**config.mk**
```make
export PLATFORM = sky130hd
export DESIGN_NAME = lock_monitor_sel
export DESIGN_NICKNAME = d
export VERILOG_FILES = /design/src/rtl/lkmon_pkg.sv /design/src/rtl/lkmon_rst_sync.sv /design/src/rtl/lkmon_lock_det.sv /design/src/rtl/lkmon_pin_sel.sv /design/src/rtl/lock_monitor_sel.sv
export SDC_FILE = /design/constraint.sdc
export NUM_CORES = 1
export LEC_CHECK = 0
export CAP_MARGIN = 40
export CORE_MARGIN = 2
export CORE_UTILIZATION = 34
export CTS_CLUSTER_DIAMETER = 120
export DETAILED_ROUTE_END_ITERATION = 10
export SYNTH_ARGS = -nofsm -noshare
export SYNTH_HDL_FRONTEND = slang
export SYNTH_SLANG_ARGS = --single-unit
export TNS_END_PERCENT = 100
```
**constraint.sdc**
```tcl
create_clock -name clk -period 2.15 [get_ports clk]
set_input_delay 0.3225 -clock clk [delete_from_list [all_inputs] [get_ports clk]]
set_output_delay 0.3225 -clock clk [all_outputs]
set_load 0.1 [all_outputs]
```
**src/rtl/lkmon_pkg.sv**
```systemverilog
package lkmon_pkg;
  localparam int NCH = 2;
  typedef logic [3:0] sel_t;          // {fo1, fo2, ld1, ld2}
  localparam sel_t SEL_OFF  = 4'b0000;
  localparam sel_t SEL_LK2  = 4'b0001;
  localparam sel_t SEL_LK1  = 4'b0010;
  localparam sel_t SEL_LKB  = 4'b0011;
  localparam sel_t SEL_TR2  = 4'b1101;
  localparam sel_t SEL_TR1  = 4'b1110;
  localparam sel_t SEL_TRB  = 4'b1111;
endpackage

```
**src/rtl/lkmon_rst_sync.sv**
```systemverilog
module lkmon_rst_sync #(
  parameter int STAGES = 2
) (
  input  logic clk,
  input  logic rst_n,
  output logic rst_sn
);
  logic [STAGES-1:0] sync_q;

  always_ff @(posedge clk or negedge rst_n) begin
    if (!rst_n) sync_q <= '0;
    else        sync_q <= {sync_q[STAGES-2:0], 1'b1};
  end

  assign rst_sn = sync_q[STAGES-1];
endmodule

```
**src/rtl/lkmon_lock_det.sv**
```systemverilog
module lkmon_lock_det #(
  parameter int PW_W = 8,
  parameter int LK_W = 6
) (
  input  logic            clk,
  input  logic            rst_sn,
  input  logic            up_i,
  input  logic            dn_i,
  input  logic            evt_i,
  input  logic [PW_W-1:0] pw_limit_i,
  input  logic [LK_W-1:0] lock_count_i,
  output logic            locked_o,
  output logic            lk_out_o
);
  localparam logic [PW_W-1:0] PW_MAX = {PW_W{1'b1}};

  logic [PW_W-1:0] up_cnt_q, up_cnt_d;
  logic [PW_W-1:0] dn_cnt_q, dn_cnt_d;
  logic [LK_W-1:0] good_q, good_d;
  logic            locked_q, locked_d;
  logic            up_long, dn_long, too_long;

  // pulse width watch
  always_comb begin
    up_long  = up_i && (up_cnt_q >= pw_limit_i);
    dn_long  = dn_i && (dn_cnt_q >= pw_limit_i);
    too_long = up_long || dn_long;
    up_cnt_d = '0;
    dn_cnt_d = '0;
    if (up_i) up_cnt_d = (up_cnt_q == PW_MAX) ? PW_MAX : up_cnt_q + PW_W'(1);
    if (dn_i) dn_cnt_d = (dn_cnt_q == PW_MAX) ? PW_MAX : dn_cnt_q + PW_W'(1);
  end

  // clean-comparison count and lock state
  always_comb begin
    good_d   = good_q;
    locked_d = locked_q;
    if (too_long) begin
      good_d   = '0;
      locked_d = 1'b0;
    end else if (evt_i) begin
      if (good_q < lock_count_i) good_d = good_q + LK_W'(1);
      if (good_d >= lock_count_i) locked_d = 1'b1;
    end
  end

  always_ff @(posedge clk or negedge rst_sn) begin
    if (!rst_sn) begin
      up_cnt_q <= '0;
      dn_cnt_q <= '0;
      good_q   <= '0;
      locked_q <= 1'b0;
    end else begin
      up_cnt_q <= up_cnt_d;
      dn_cnt_q <= dn_cnt_d;
      good_q   <= good_d;
      locked_q <= locked_d;
    end
  end

  assign locked_o = locked_q;
  assign lk_out_o = locked_q & ~evt_i;

  AST_LONG_CLEARS: assert property (@(posedge clk) disable iff (!rst_sn)
    too_long |=> !locked_q);
  AST_LOCK_ON_EVENT: assert property (@(posedge clk) disable iff (!rst_sn)
    $rose(locked_q) |-> $past(evt_i));
endmodule

```
**src/rtl/lkmon_pin_sel.sv**
```systemverilog
module lkmon_pin_sel
  import lkmon_pkg::*;
(
  input  logic           clk,
  input  logic           rst_sn,
  input  sel_t           sel_i,
  input  logic [NCH-1:0] lk_i,
  input  logic [NCH-1:0] ref_i,
  input  logic [NCH-1:0] prg_i,
  output logic           pin_o,
  output logic [NCH-1:0] cnt_rst_o
);
  logic           pin_d;
  logic [NCH-1:0] rst_d;

  always_comb begin
    pin_d = 1'b0;
    rst_d = '0;
    casez (sel_i)
      SEL_OFF: pin_d = 1'b0;
      SEL_LK2: pin_d = lk_i[1];
      SEL_LK1: pin_d = lk_i[0];
      SEL_LKB: pin_d = lk_i[0] & lk_i[1];
      4'b01?0: pin_d = ref_i[1];
      4'b10?0: pin_d = ref_i[0];
      4'b01?1: pin_d = prg_i[1];
      4'b10?1: pin_d = prg_i[0];
      SEL_TR2: rst_d = 2'b10;
      SEL_TR1: rst_d = 2'b01;
      SEL_TRB: rst_d = 2'b11;
      default: pin_d = 1'b0;
    endcase
  end

  always_ff @(posedge clk or negedge rst_sn) begin
    if (!rst_sn) begin
      pin_o     <= 1'b0;
      cnt_rst_o <= '0;
    end else begin
      pin_o     <= pin_d;
      cnt_rst_o <= rst_d;
    end
  end

  AST_PIN_DISABLED: assert property (@(posedge clk) disable iff (!rst_sn)
    (sel_i == SEL_OFF) |=> !pin_o);
  AST_LOCK_GATES_PIN: assert property (@(posedge clk) disable iff (!rst_sn)
    (sel_i == SEL_LK1 && !lk_i[0]) |=> !pin_o);
  AST_TEST_PIN_QUIET: assert property (@(posedge clk) disable iff (!rst_sn)
    (cnt_rst_o != '0) |-> !pin_o);
  AST_RST_ONLY_TEST: assert property (@(posedge clk) disable iff (!rst_sn)
    (sel_i[3:2] != 2'b11) |=> (cnt_rst_o == '0));
endmodule

```
**src/rtl/lock_monitor_sel.sv**
```systemverilog
module lock_monitor_sel
  import lkmon_pkg::*;
#(
  parameter int PW_W = 8,
  parameter int LK_W = 6
) (
  input  logic            clk,
  input  logic            rst_n,
  input  logic            sel_fo1,
  input  logic            sel_fo2,
  input  logic            sel_ld1,
  input  logic            sel_ld2,
  input  logic [PW_W-1:0] pw_limit,
  input  logic [LK_W-1:0] lock_count,
  input  logic [1:0]      pd_up,
  input  logic [1:0]      pd_dn,
  input  logic [1:0]      cmp_evt,
  input  logic [1:0]      ref_div,
  input  logic [1:0]      prg_div,
  output logic            mon_pin,
  output logic [1:0]      cnt_rst,
  output logic [1:0]      chan_locked
);
  logic           rst_sn;
  logic [NCH-1:0] lk_out;
  sel_t           sel;

  assign sel = {sel_fo1, sel_fo2, sel_ld1, sel_ld2};

  lkmon_rst_sync #(.STAGES(2)) i_rst_sync (
    .clk    (clk),
    .rst_n  (rst_n),
    .rst_sn (rst_sn)
  );

  for (genvar c = 0; c < NCH; c++) begin : g_ch
    lkmon_lock_det #(.PW_W(PW_W), .LK_W(LK_W)) i_lock_det (
      .clk          (clk),
      .rst_sn       (rst_sn),
      .up_i         (pd_up[c]),
      .dn_i         (pd_dn[c]),
      .evt_i        (cmp_evt[c]),
      .pw_limit_i   (pw_limit),
      .lock_count_i (lock_count),
      .locked_o     (chan_locked[c]),
      .lk_out_o     (lk_out[c])
    );
  end

  lkmon_pin_sel i_pin_sel (
    .clk       (clk),
    .rst_sn    (rst_sn),
    .sel_i     (sel),
    .lk_i      (lk_out),
    .ref_i     (ref_div),
    .prg_i     (prg_div),
    .pin_o     (mon_pin),
    .cnt_rst_o (cnt_rst)
  );
endmodule

```
==> results of run 1 <==
==> placed cells by master (no fill, tap or decap), types with 3 or more instances in the layout <==
cell type / instances
buf_4: 57
ha_1: 53
nand3_1: 12
nor3_1: 6
nand3b_1: 3
xor2_1: 15
dlygate4sd2_1: 5
inv_2: 5
a21oi_2: 3
o211a_1: 3
a21boi_0: 3
xnor2_1: 15
clkbuf_8: 5
and4b_1: 4
and3_1: 9
inv_1: 25
a31oi_1: 4
nor2_1: 27
a21oi_1: 35
clkdlybuf4s50_1: 24
and2_1: 4
dfrtp_1: 50
a21o_1: 4
o21a_1: 3
ha_4: 8
o21ai_0: 8
a21boi_1: 3
nand4_1: 7
nand2b_1: 7
and4_1: 3
nand2_1: 18
==> path summary, 6_finish.rpt <==
check / slack [ns] / end / startpoint / depth (start not counted)
setup / recovery: -0.46 / g_ch[0].i_lock_det.locked_o$_DFFE_PN0P_ / g_ch[0].i_lock_det.good_q[3]$_DFFE_PN0P_ / 14
hold / removal: 0.09 / i_pin_sel.pin_o$_DFF_PN0_ / i_rst_sync.sync_q[1]$_DFF_PN0_ / 0
setup reg to reg: -0.46 / g_ch[0].i_lock_det.locked_o$_DFFE_PN0P_ / g_ch[0].i_lock_det.good_q[3]$_DFFE_PN0P_ / 14
hold reg to reg: 0.09 / i_pin_sel.pin_o$_DFF_PN0_ / i_rst_sync.sync_q[1]$_DFF_PN0_ / 0
max in group asynchronous: 1.46 / g_ch[0].i_lock_det.dn_cnt_q[0]$_DFF_PN0_ / i_rst_sync.sync_q[1]$_DFF_PN0_ / 1
min in group clk: 0.36 / i_rst_sync.sync_q[1]$_DFF_PN0_ / i_rst_sync.sync_q[0]$_DFF_PN0_ / 0
==> state kept, by name (all words and copies together) (netlist names) <==
register / flops
i_pin_sel.cnt_rst_o: 2
g_ch.i_lock_det.good_q: 12
i_pin_sel.pin_o: 1
g_ch.i_lock_det.dn_cnt_q: 16
g_ch.i_lock_det.locked_o: 2
g_ch.i_lock_det.up_cnt_q: 16
i_rst_sync.sync_q: 2
==> synthesized netlist by cell type, types with 2 or more instances <==
library cell / instances / area (um2)
and3_1: 9 / 56.30
nand3_1: 12 / 60.06
and4b_1: 4 / 40.04
a21boi_1: 2 / 15.01
and2_1: 4 / 25.02
nand4_1: 7 / 43.79
o21ai_0: 10 / 50.05
xnor2_1: 16 / 140.1
dfrtp_1: 51 / 1276
a21oi_1: 37 / 185.2
nor2b_1: 2 / 12.51
inv_1: 30 / 112.6
o21ai_1: 2 / 10.01
ha_1: 62 / 775.7
o31ai_1: 2 / 15.01
nand3b_1: 3 / 22.52
nor2_1: 30 / 112.6
mux2i_1: 2 / 20.02
a21o_1: 4 / 30.03
a2111oi_0: 2 / 17.52
xor2_1: 16 / 140.1
o211ai_1: 2 / 15.01
nand3_2: 2 / 20.02
a21boi_0: 5 / 37.54
nor3_1: 7 / 35.03
nand2b_1: 7 / 43.79
o211a_1: 3 / 30.03
nand2_1: 18 / 67.56
and4_1: 3 / 26.28
a31oi_1: 4 / 25.02
o21a_1: 3 / 22.52
buf_4: 2 / 15.01
==> cells by family (layout without fill, tap and decap cells) <==
family	Yosys count	in the layout	synth area share, %
other	1	1	0.1003
flip-flops	51	51	34.14
AND/OR/NAND/NOR	111	111	15.76
buffers and inverters	35	125	3.949
multiplexers	4	4	1.238
AO/OA/AOI/OAI	90	90	16.57
XOR/XNOR	32	32	7.496
adder cells (fa/ha/maj)	62	62	20.75
==> repair_timing <==
item,CTS,global route
pin swaps,23,10
buffers inserted,9,0
gates resized for setup,32,11
endpoints found under the setup margin,2,5
==> stage by stage <==
step,TNS [ns],power [uW],instances,utilization (%),hold slack [ns]
3_5_place_dp,-4.213,3159,600,42.35,0.09096
6_report,-0.7494,4038,616,45.29,0.09099
4_1_cts,-0.8134,3950,616,44.63,0.09916
3_3_place_gp,-3.629,3098,600,42.35,0.09046
2_1_floorplan,-0.9033,2508,386,-,0.02691
5_1_grt,-1.067,4401,616,45.29,0.1100
==> layer usage <==
layer  vias up  wire [um]  global-route usage [%]
met5         -          0                       0
met1      1502       3646                   17.71
met4         0         74                   3.388
met2        47       4331                   28.26
met3         6        260                   2.212
li1       1568          -                       -
==> area by class of cell <==
| type | count | area (um2) |
|---|---|---|
| repair buffers | 88 | 734.5 |
| multi-input cells | 300 | 2512 |
| flip-flops and latches | 51 | 1277 |
| well taps | 140 | 175.2 |
| clock buffers | 7 | 76.32 |
| fillers | 1025 | 5904 |
| inverters | 30 | 112.6 |
==> critical path: cells and delay by family (launching register included) <==
kind | cells | cell delay, ns
XOR/XNOR | 1 | 0.14
adder cells (fa/ha/maj) | 2 | 0.51
AND/OR/NAND/NOR | 3 | 0.31
buffers and inverters | 2 | 0.21
flip-flops | 1 | 0.43
AO/OA/AOI/OAI | 6 | 0.89
==> power groups by stage <==
stage	combinational, uW	sequential (uW)	clock [uW]
after floorplan	1190	1310	0
after global placement	1850	1250	0
after detailed placement	1910	1250	0
after CTS	2150	1240	552
after global routing	2540	1260	595
final	2270	1250	517
==> results.md, run 1 <==
- The flow ran to the end, but the final reports show violations.
- The final reports fail on negative setup slack.
- Summing over every cut layer, the via total after detailed routing is 3123.
- In the routed design, unresolved DRC markers number 0.
- The class of the tightest hold or removal check is register to async pin.
- For this design, the slowest cell found on the critical path is dfrtp_1.
- The final instance area is between 0.004 and 0.005 mm2.
- The critical path startpoint category is a register.
- The detail route stage leaves a number of antenna-violating nets equal to 0.
- Setup violations remaining at the end of the flow were counted as 2.
- TritonCTS created 5 clock buffers.
- After synthesis the cells add up to between 0.003 and 0.004 mm2.
- The number of iterations in the first detailed-routing pass is 4.
- The via density per instance is approximately 5.
- Clock-pin slew was measured on the worst setup and hold paths at approximately 0.090 ns.
- The critical path data required time is ~2.3 ns.
- The number of antenna violations at the first check in global routing is 0.
- Timing would allow up to 382.4 MHz.
- In this run the power spent charging and discharging nets is between 1500 and 2000 uW.
- Across all setup checks in the final design, the least slack found is -0.4647 ns.
- Entering global routing, the biggest net connects 29 pins.
- Synthesis inferred between 50 and 60 register bits.
- The largest stage delay on the critical path is roughly 0.43 ns.
- 0 antenna diodes ended up in the layout.
- The clock network is responsible for about an eighth of the overall power.
- The number of synthesized flops with an enable pin is 0.
- After legalization and detailed placement, the total HPWL measured about 6500 um.
- The number of standard cells after synthesis is 386.
- From bottom edge to top edge, the die measures between 100 and 150 um.
- The number of ports placed on the die boundary is 35.
- The clock net sink count is between 50 and 60.
- The final-report max-slew violation count is 0.
- After the first detailed-routing iteration, the DRC count stood at 83.
- The ratio of total power to cell area is around 830 mW/mm2.
- In this run the horizontal extent of the chip is ~110 um.
- The commonest register cell after synthesis is dfrtp_1.
- The global-route congestion overflow total is 0.
- The routed design has ~8300 um of wire.
- The congestion estimate from routability-driven global placement came to 0.7970.
- Setup repair after global routing could not meet its margin everywhere.
- The share of final-layout standard cells stronger than drive strength 1 is between 20% and 30%.
- The area of placed instances is approximately 0.0046 mm2.
- The largest fanout on the critical path is 4.
- The average instance area after synthesis is a little under 10 um2.
- From synthesis to final layout, the design area changed by 30.76%.
- The final cycle utilization of the critical path is 121.6%.
- The core outline area is 0.01079 mm2.
- The total count of hold-check failures in the final report is 0.
- The synthesized net count is ~480.
- The number of different library cells used by synthesis comes to 55.
- Internal power comes to around 2500 uW.
- The Yosys step of the flow raised 0 warnings.
- The global routing usage summed across all routing layers is 14.97%.
- The type of the worst setup path is register to register.
- The first global-routing pass estimated 14270 um of wire.
- For the worst-skew pair, the clock arrives at the later sink with an insertion delay of about 0.30 ns.
- In this run the tool buffered the top-level ports with 34 buffer cells.
- Traced cell by cell, the critical path runs through ha_4, a211oi_2, nor2_1, nor2_2, o21ai_4, buf_4, xor2_2, ha_1, inv_1, a21boi_1, o21ai_1, a21oi_1, a2111oi_2, nor3_1.
- The net count of the finished layout is ~570.
- The part of the Yosys area used for sequential elements is roughly a third.
- For the final database, setup skew stands at 0.009086 ns.
- The deepest level of the CTS H-tree is 2.
- The count of hold buffers inserted by post-cts repair is 0.
- The buffer cell driving the clock tree root is clkbuf_8.
- The worst slack after detailed placement is -1.065 ns.
- The routed design could run at a clock period as short as ~2.6 ns.
- Combinational cells account for about 56% of the total power.
- Summed over all cells, the static leakage comes to around 0.0024 uW.
- The die covers roughly 0.012 mm2.
- The maximum buffer depth of the clock tree is 2.
- In the synthesized netlist the async set-or-reset flop fraction comes to 100.0%.
- The capturing element type of the critical path is a register.
- The data arrival time of the critical path is around 2.8 ns.
- The floorplan row count is 38.
- In the final routed layout, each cell accounts on average for about 13 um.
- TritonCTS built the clock tree.
- The maximum vdd drop is between 0.0005 and 0.0006 V.
- Once the floorplan was initialized, standard cells occupied 34.64% of the core.
- The sequential group share of total power is a little under a third.
- Of the total power, the share spent switching nets is between 30% and 40%.
- The count of maximum capacitance violations is 0.
- The number of global-route vias before repair is ~3200.
(Power assumes the default switching activity.)
==> inputs of run 2 (changes only) <==
--- a/config.mk
+++ b/config.mk
@@ -6,7 +6,6 @@
 export NUM_CORES = 1
 export LEC_CHECK = 0
 export CAP_MARGIN = 40
-export CORE_MARGIN = 2
 export CORE_UTILIZATION = 34
 export CTS_CLUSTER_DIAMETER = 120
 export DETAILED_ROUTE_END_ITERATION = 10
==> run 2 against run 1 <==
The run still ends with negative setup slack left. Count of clock-buffer cells in the layout up 1. Global-route usage up 1.4 points. Worst setup slack worse by 0.077 ns. Cell area down 1.3%. Critical endpoint unchanged. Largest cell class unchanged.
==> results.md, run 2 (synthesized netlist as in run 1, its figures left out) <==
- The count of input and output buffers was 34 (unchanged).
- The count of hold buffers inserted by post-cts repair is 0 (unchanged).
- The floorplan row count was 37 (-2.6%).
- The deepest level of the CTS H-tree is 2 (unchanged).
- The via count of the routed design is 3078 (-1.4%).
- The post-CTS clock slew at the launch and capture registers of the worst setup and hold paths was 0.09 ns (about the same).
- The worst setup path is captured at a register.
- The routability congestion estimate from global placement is 0.8044 (+0.93%).
- The clock net sink count is 51 (unchanged).
- The checks that failed: negative setup slack.
- The routed length per instance came to 13.99 um (+3.6%).
- The worst path buffer plus inverter count came to 2 (unchanged).
- The number of global-route vias before repair is 3313 (+3.9%).
- Compared with the post-synthesis result, the final layout area differs by 29.05%.
- The global-route wire length before repair was 14980 um (+5.0%).
- The final-report max-slew violation count is 0 (unchanged).
- The number of antenna diodes is 0 (unchanged).
- The worst clock skew on the final layout was 0.007582 ns (-0.001505 ns).
- The multi-input logic area came to 0.002441 mm2 (-2.8%).
- The total CTS buffers is 5 (unchanged).
- The worst hold path belongs to the class input pin to async pin.
- The number of iterations in the first detailed-routing pass came to 4 (unchanged).
- The largest net degree at the start of global routing came to 50 (+72%).
- The net count of the finished layout was 567 (-0.18%).
- The number of ports placed on the die boundary is 35 (unchanged).
- The setup slack after layout was -0.5417 ns (-0.07694 ns).
- The cell family contributing the most delay on the critical path is compound AO/OA/AOI/OAI gates.
- The largest registers in the layout are g_ch.i_lock_det.dn_cnt_q x16, g_ch.i_lock_det.up_cnt_q x16, g_ch.i_lock_det.good_q x12.
- At the pin with the least slew margin, the transition time is around 0.65 ns.
- The filler cell count was 1006 (-1.9%).
- The share of final-layout standard cells stronger than drive strength 1 came to 20.80% (-1.7 points).
- The worst reg-to-reg setup slack is -0.54 ns (-0.08 ns).
- The data arrival time of the critical path is 2.87 ns (+0.08 ns).
- The remaining antenna violation count after routing is 0 (unchanged).
- The global routing usage summed across all routing layers came to 16.32% (+1.4 points).
- Setup repair after global routing could not meet its margin everywhere.
- The core outline area is 0.01051 mm2 (-2.6%).
- The signal on the critical path passes through ha_4, a211oi_4, nor2_1, nor2_1, o21ai_2, buf_4, xor2_1, ha_1, inv_1, a21boi_1, o21ai_1, a21oi_2, a2111oi_2, nor3_1.
- The worst hold slack after final layout came to 0.1660 ns (+0.07504 ns).
- The cell with the largest stage delay on the worst path is dfrtp_1.
- The critical path data required time is 2.32 ns (about the same).
- The count of maximum capacitance violations is 0 (unchanged).
- The final cycle utilization of the critical path was 125.2% (+3.6 points).
- The width of the die is 106.9 um (-1.8%).
- The most frequent cell on the critical path is nor2_1.
- The number of antenna violations at the first check in global routing came to 0 (unchanged).
- The worst slack after detailed placement is -1.164 ns (-0.09927 ns).
- The area enclosed by the die boundary is 0.01142 mm2 (-3.6%).
- The global-route congestion overflow total is 0 (unchanged).
- In this run the tightest slew margin relative to its limit is 56.57%.
- The via density per instance is 5.029 (-0.80%).
- The run finished, with violations left.
- The number of endpoints failing setup at the final stage is 2 (unchanged).
- In this run the critical register-to-register path is launched from g_ch[0].i_lock_det.good_q[3]$_DFFE_PN0P_.
- The worst setup path is launched from a register.
- The number of DRC violations after detailed-routing iteration 0 came to 94 (+13%).
- The cell depth of the worst flop-to-flop path was 14 (unchanged).
- The total count of hold-check failures in the final report is 0 (unchanged).
- The filler-free cell count of the finished design is 612 (-0.65%).
- The latest clock arrival within the worst-skew pair is 0.30 ns (about the same).
- The most critical setup path has its endpoint at g_ch[0].i_lock_det.locked_o$_DFFE_PN0P_.
- The maximum buffer depth of the clock tree is 2 (unchanged).
- The type of the worst setup path is register to register.
- The remaining routing DRC violations came to 0 (unchanged).
- The clock tree from TritonCTS is yes.
- The total leakage power came to 0.002364 uW (about the same).
- The total negative setup slack is -0.8632 ns (-0.1138 ns).
- The highest attainable clock frequency is 371.5 MHz (-2.9%).
- The total wirelength of the detailed-routed design is 8559 um (+3.0%).
- The final instance area was 0.004825 mm2 (-1.3%).
- The most common cell after layout, fill and taps aside is buf_4.
- The largest fanout on the critical path is 5 (+1).
- The HPWL after detailed placement is 6504 um (-0.43%).
- The largest stage delay on the critical path came to 0.44 ns (about the same).
- The buffer cell driving the clock tree root is clkbuf_8.
- The number of cells in the design after placement came to 597 (-0.50%).
- The die extent in y is 106.9 um (-1.8%).
- The critical path depth came to 14 (unchanged).
- The time the final worst path needs with I/O delays and setup is 2.692 ns (+0.07694 ns).
- The area of placed instances was 0.004573 mm2 (about the same).
- The maximum vdd drop was 0.0004800 V (-8.2%).
- Leaving out fill and tap cells, the most frequent cells in the layout are buf_4, ha_1, dfrtp_1, a21oi_1, nor2_1.
- The initial core utilization was 35.58% (+0.94 points).
- The ratio of total power to cell area was 840.6 mW/mm2 (+1.8%).
- The reg-to-reg endpoint is g_ch[0].i_lock_det.locked_o$_DFFE_PN0P_.
- The most critical setup path has its startpoint at g_ch[0].i_lock_det.good_q[3]$_DFFE_PN0P_.
- The sequential cell area is 0.001277 mm2 (unchanged).
run 2: how the worst min path moves through the flow:
stage	endpoint	slack, ns
4_1_cts	i_rst_sync.sync_q[0]$_DFF_PN0_	0.15
2_1_floorplan	i_rst_sync.sync_q[0]$_DFF_PN0_	0.03
6_report	i_rst_sync.sync_q[0]$_DFF_PN0_	0.17
3_5_place_dp	i_rst_sync.sync_q[1]$_DFF_PN0_	0.34
5_1_grt	i_rst_sync.sync_q[0]$_DFF_PN0_	0.15
3_3_place_gp	i_rst_sync.sync_q[1]$_DFF_PN0_	0.34
run 2: worst reg2reg max path: cells and delay by family (launching register included):
| kind | cells | cell delay (ns) |
|---|---|---|
| fa+ha+maj | 2 | 0.52 |
| xor+xnor | 1 | 0.14 |
| buf+inv | 2 | 0.21 |
| simple gates | 3 | 0.30 |
| flops | 1 | 0.44 |
| compound gates | 6 | 0.96 |
run 2: final cells by class:
type	count	area share (%)
clock buffers	8	2.075
flip-flops and latches	51	26.48
multi-input cells	300	50.60
repair buffers	87	14.99
inverters	30	2.334
well taps	136	3.527
run 2: where the power goes:
part | internal [uW] | switching [uW] | total (uW)
Sequential | 1110 | 136 | 1240
Clock | 294 | 305 | 599
Combinational | 1110 | 1100 | 2210
run 2: per-layer routing:
layer  wire length (um)  global-route usage (%)  up-vias
li1                   -                       -     1563
met1               3885                   19.62     1465
met2               4315                   29.68       36
met3                185                   2.128       14
met4                173                   5.675        0
met5                  0                       0        -
run 2: per-stage QoR:
step | utilization [%] | power (uW)
after floorplan | - | 2508
after global placement | 43.52 | 3123
after detailed placement | 43.52 | 3183
after CTS | 45.84 | 4041
after global routing | 45.91 | 4405
final | 45.91 | 4056
run 2: what timing repair did:
| action | 4_1_cts | 5_1_grt |
|---|---|---|
| endpoints found under the hold margin | 0 | 0 |
| pin swaps | 19 | 6 |
| gates resized for setup | 29 | 1 |
| setup endpoints to repair | 2 | 2 |
| setup buffers | 7 | 0 |
